## config.mk

```make
export PLATFORM = sky130hd
export DESIGN_NAME = apb_wait_regs
export DESIGN_NICKNAME = d
export VERILOG_FILES = /design/src/rtl/apb_wait_regs_pkg.sv /design/src/rtl/apb_wait_regs_ctrl.sv /design/src/rtl/apb_wait_regs_dp.sv /design/src/rtl/apb_wait_regs.sv
export SDC_FILE = /design/constraint.sdc
export NUM_CORES = 1
export LEC_CHECK = 0
export ABC_AREA = 1
export ABC_CLOCK_PERIOD_IN_PS = 4510
export BUFFER_PORTS_ARGS = -buffer_cell sky130_fd_sc_hd__buf_2
export CAP_MARGIN = 20
export CORE_ASPECT_RATIO = 0.9
export CORE_MARGIN = 8
export CORE_UTILIZATION = 62
export CTS_BUF_LIST = sky130_fd_sc_hd__clkbuf_4
export DETAILED_ROUTE_END_ITERATION = 7
export PLACE_DENSITY_LB_ADDON = 0.05
export SLEW_MARGIN = 10
export SYNTH_ARGS = -nofsm -noshare
export SYNTH_HDL_FRONTEND = slang
export SYNTH_HIERARCHICAL = 1
export SYNTH_SLANG_ARGS = --single-unit
```

## constraint.sdc

```tcl
create_clock -name pclk -period 4.51 [get_ports pclk]
set_input_delay 0.2255 -clock pclk [delete_from_list [all_inputs] [get_ports pclk]]
set_output_delay 0.2255 -clock pclk [all_outputs]
set_load 0.01 [all_outputs]
```

## src/rtl/apb_wait_regs_pkg.sv

```systemverilog
package apb_wait_regs_pkg;

  // Strobes passed from the control path to the datapath
  typedef struct packed {
    logic done;   // completing cycle of a transfer
    logic wrEn;   // commit write data into the selected register
    logic rdEn;   // drive read data during a read access phase
    logic err;    // completing cycle of an out-of-window access
  } ctrlStrb_t;

endpackage

```

## src/rtl/apb_wait_regs_ctrl.sv

```systemverilog
module apb_wait_regs_ctrl
  import apb_wait_regs_pkg::*;
#(
  parameter int WAIT_W = 4
) (
  input  logic              pclk,
  input  logic              presetn,
  input  logic [WAIT_W-1:0] waitCycles,
  input  logic              psel,
  input  logic              penable,
  input  logic              pwrite,
  input  logic              addrBad,
  output ctrlStrb_t         strb,
  output logic              pready,
  output logic              pslverr
);

  logic              setupPh;
  logic              accessPh;
  logic [WAIT_W-1:0] waitCnt;
  logic              armed;
  logic              cntZero;
  logic              readyInt;

  assign setupPh  = psel & ~penable;
  assign accessPh = psel & penable;
  assign cntZero  = (waitCnt == '0);

  // Down-counter: loaded in setup, decremented through the access phase.
  // The armed flag marks a transfer that has seen its setup cycle.
  always_ff @(posedge pclk or negedge presetn) begin
    if (!presetn) begin
      waitCnt <= '0;
      armed   <= 1'b0;
    end else if (setupPh) begin
      waitCnt <= waitCycles;
      armed   <= 1'b1;
    end else if (accessPh) begin
      if (!cntZero) begin
        waitCnt <= waitCnt - 1'b1;
      end else begin
        armed <= 1'b0;
      end
    end else begin
      armed <= 1'b0;
    end
  end

  assign readyInt = accessPh & armed & cntZero;

  always_comb begin
    strb.done = readyInt;
    strb.wrEn = readyInt & pwrite & ~addrBad;
    strb.rdEn = accessPh & ~pwrite;
    strb.err  = readyInt & addrBad;
  end

  assign pready  = readyInt;
  assign pslverr = strb.err;

endmodule

```

## src/rtl/apb_wait_regs_dp.sv

```systemverilog
module apb_wait_regs_dp
  import apb_wait_regs_pkg::*;
#(
  parameter int ADDR_W   = 32,
  parameter int DATA_W   = 32,
  parameter int NUM_REGS = 4
) (
  input  logic              pclk,
  input  logic              presetn,
  input  logic [ADDR_W-1:0] paddr,
  input  logic [DATA_W-1:0] pwdata,
  input  ctrlStrb_t         strb,
  output logic              addrBad,
  output logic [DATA_W-1:0] prdata
);

  localparam int BYTE_W  = $clog2(DATA_W / 8);
  localparam int IDX_W   = $clog2(NUM_REGS);
  localparam int IDX_LSB = BYTE_W;
  localparam int HI_LSB  = BYTE_W + IDX_W;

  logic [IDX_W-1:0]                  regIdx;
  logic [NUM_REGS-1:0][DATA_W-1:0]   regFile;

  assign regIdx  = paddr[HI_LSB-1:IDX_LSB];
  assign addrBad = |paddr[ADDR_W-1:HI_LSB];

  for (genvar g = 0; g < NUM_REGS; g++) begin : g_word
    logic [DATA_W-1:0] wordQ;
    always_ff @(posedge pclk or negedge presetn) begin
      if (!presetn) begin
        wordQ <= '0;
      end else if (strb.wrEn && (regIdx == IDX_W'(g))) begin
        wordQ <= pwdata;
      end
    end
    assign regFile[g] = wordQ;
  end

  // Read data: selected word during a read access, zero when out of window
  always_comb begin
    if (strb.rdEn && !addrBad) begin
      prdata = regFile[regIdx];
    end else begin
      prdata = '0;
    end
  end

endmodule

```

## src/rtl/apb_wait_regs.sv

```systemverilog
module apb_wait_regs
  import apb_wait_regs_pkg::*;
#(
  parameter int ADDR_W   = 32,
  parameter int DATA_W   = 32,
  parameter int NUM_REGS = 4,
  parameter int WAIT_W   = 4
) (
  input  logic              pclk,
  input  logic              presetn,
  input  logic [WAIT_W-1:0] waitCycles,
  input  logic [ADDR_W-1:0] paddr,
  input  logic              psel,
  input  logic              penable,
  input  logic              pwrite,
  input  logic [DATA_W-1:0] pwdata,
  output logic [DATA_W-1:0] prdata,
  output logic              pready,
  output logic              pslverr
);

  ctrlStrb_t strb;
  logic      addrBad;

  apb_wait_regs_ctrl #(
    .WAIT_W (WAIT_W)
  ) u_ctrl (
    .pclk       (pclk),
    .presetn    (presetn),
    .waitCycles (waitCycles),
    .psel       (psel),
    .penable    (penable),
    .pwrite     (pwrite),
    .addrBad    (addrBad),
    .strb       (strb),
    .pready     (pready),
    .pslverr    (pslverr)
  );

  apb_wait_regs_dp #(
    .ADDR_W   (ADDR_W),
    .DATA_W   (DATA_W),
    .NUM_REGS (NUM_REGS)
  ) u_dp (
    .pclk    (pclk),
    .presetn (presetn),
    .paddr   (paddr),
    .pwdata  (pwdata),
    .strb    (strb),
    .addrBad (addrBad),
    .prdata  (prdata)
  );

endmodule

```

==> results by group <==
Drt
  • Routed WL: 15000 um
  • DR vias/cell: 5.40
  • Routed via count: 5496
  • First-pass iteration count of the detailed router: 6
  • DRC: 0
  • Routed wire per std cell: 14.8 um
  • Initial DRC count: approximately 590
  • DRT antenna net count: 0

Placed design
  • Detailed Place HPWL: 8750 um
  • Port bufs: 104
  • Pre-CTS worst setup slack: 2000 ps
  • Placer Congestion: 0.788
  • DP Cell Count: 950

CTS
  • Clk pin slew, worst setup/hold paths: approximately 110 ps
  • Max Buffers Root-to-Sink: 2
  • CTS tree: built
  • Worst-Skew Late Latency: 520 ps
  • Sink Count: 133
  • CTS resizes: 0
  • Max H-tree Level: 4
  • Root Buffer Master: clkbuf_4
  • Total CTS buffers: 17

Timing
  • Final period util: 59.3%
  • Max_slew headroom: 41.6%
  • Min Hold Slack: 30.5 ps
  • Final setup vio count: 0
  • Slew @ Worst Pin: 875 ps
  • Max frequency: 374 MHz
  • Tmin final: 2680 ps
  • Max-slew violation count: 0
  • Clock skew: ~12 ps
  • Hold Vio Cnt, Final: 0
  • RSZ-0062 raised after global routing: false
  • PnR worst setup slack: 1830 ps
  • Setup TNS: 0 ps

Setup path
  • Crit Reg-Reg Startpoint: u_ctrl/waitCnt[0]
  • Required time of the critical path: between 4000 and 5000 ps
  • Worst path max stage delay: 710 ps
  • Worst setup SP type: primary input
  • Arrival time at the worst endpoint: 2450 ps
  • WP buf/inv: 4
  • Critical Path End Type: output port
  • Crit-path cells: dlygate4sd3_1 > buf_2 > inv_2 > nor3_1 > nand3_2 > nor2_1 > buf_2
  • Crit Path Max Fanout: 32
  • Reg2reg end: u_dp/g_word[2].wordQ[18]
  • Cell family with most CP delay: simple AND/OR/NAND/NOR gates
  • Worst path most repeated cell: buf_2
  • Slowest CP cell: nand3_2
  • Crit Path Class: in -> out
  • Reg2Reg Depth: 9
  • R2R setup slack: 2150 ps

Global routing
  • Initial antenna violation count: 0
  • Vias in the first global route: 5355
  • First-pass GRT wire length: roughly 25000 um
  • Largest net degree at the start of global routing: 68
  • Gr ovfl total: 0
  • Total GRT Usage: 23.3%

Final layout
  • Nets@finish: approximately 950
  • FF/Latch Area: 3330 um2
  • Diodes inserted: 0
  • Area of the multi-input gates: 2280 um2
  • Layout cell share with drive strength beyond 1: between 15 and 20%
  • Fill cell count: 712
  • Layout Cells excl Fill: 1017
  • P&R area growth vs syn: 20.2%

Hold path
  • Hold Crit Class: in -> reg
  • WHS Endpoint: u_dp/g_word[3].wordQ[9]
  • Hold Crit Depth: 3
  • HP Start: pwdata[9]

Logic synthesis
  • Synth warn: 6
  • Synth Instances: 757
  • Netlist Area Pre-Place: roughly 6000 um2
  • Post-synthesis net count: roughly 830
  • Synthesized area per cell: 7.98 um2

Die
  • Core area: 9570 um2
  • Placement Rows: 34
  • Initial Utilization: 63.1%
  • Die Width: 120 um
  • Die extent in y: about 110 um
  • Io pins: 107
  • Die area: 13200 um2

Status
  • Run status: finished, final reports clean

Pwr
  • Leakage: 0.00370 uW
  • Power per cell area: 312 nW/um2
  • Peak supply drop: 379 uV

Run
  • Max Cap Violations: 0
-- timing repair --
| item | in CTS | in global routing |
|---|---|---|
| hold buffers | 32 | 0 |
| setup buffers | 0 | 0 |
| endpoints found under the hold margin | 201 | 0 |
-- stage by stage --
stage	utilization, %	power, uW	cell area (um2)
finish	75.9	2270	7270
global route	75.9	2370	7270
CTS	74.8	2280	7160
detailed placement	68.3	1430	6540
global placement	68.3	1420	6540
floorplan	-	1350	6040
-- per-layer routing --
metal	routed length [um]	track usage, %
met1	6500	28.2
met5	0	0
met2	7560	41.2
met3	789	4.98
met4	172	7.84
-- how the worst max path moves through the flow --
stage	startpoint	to	slack [ps]	cells past startpoint
6_report	psel	prdata[11]	1830	7
5_1_grt	psel	prdata[6]	1690	7
4_1_cts	psel	prdata[11]	1870	7
3_5_place_dp	u_ctrl/waitCnt[0]	u_dp/g_word[0].wordQ[9]	2000	7
3_3_place_gp	u_ctrl/waitCnt[0]	u_dp/g_word[3].wordQ[19]	2110	7
2_1_floorplan	u_ctrl/waitCnt[0]	u_dp/g_word[3].wordQ[10]	2760	9
-- power by group --
part / internal, uW / leakage (uW) / switching [uW]
combinational: 79.5 / 0.00168 / 128
clock: 433 / 0.000164 / 404
sequential: 1210 / 0.00185 / 13.2
total: 1720 / 0.00370 / 545
-- worst reg2reg max path, stage by stage, from the launching register on --
cell     delay, ps
dfrtp_1        390
inv_1          120
ha_1           220
nand2_1        120
nor2_2         100
and3_1         280
nand2_2        460
buf_16         380
nand2_1         90
o21ai_0         80
-- registers in the layout, indices dropped and copies added, names as in the netlist --
| name | flops |
|---|---|
| u_dp/g_word.wordQ | 128 |
| u_ctrl/waitCnt | 4 |
| u_ctrl/armed | 1 |
-- cells in the final DEF, fill, tap and decap left out, types with 3 or more instances in the layout --
master,count
bufinv_16,4
dfrtp_1,133
clkbuf_4,18
buf_16,4
nor2_2,6
inv_2,7
nand3_1,38
nand2_2,4
clkinv_2,5
buf_4,3
inv_1,54
nand2_1,259
o21ai_0,121
nor2_1,43
clkinv_1,3
buf_2,103
dlygate4sd3_1,32
o21ai_1,11
a21oi_1,32
-- layout make-up --
type	instances	share of cell area [%]
Timing Repair Buffer	142	13.3
Tap cell	126	2.17
Clock inverter	13	2.26
Multi-Input combinational cell	524	31.4
Clock buffer	18	1.86
Inverter	61	3.15
Sequential cell	133	45.8
Power figures use the tool's default switching activity.
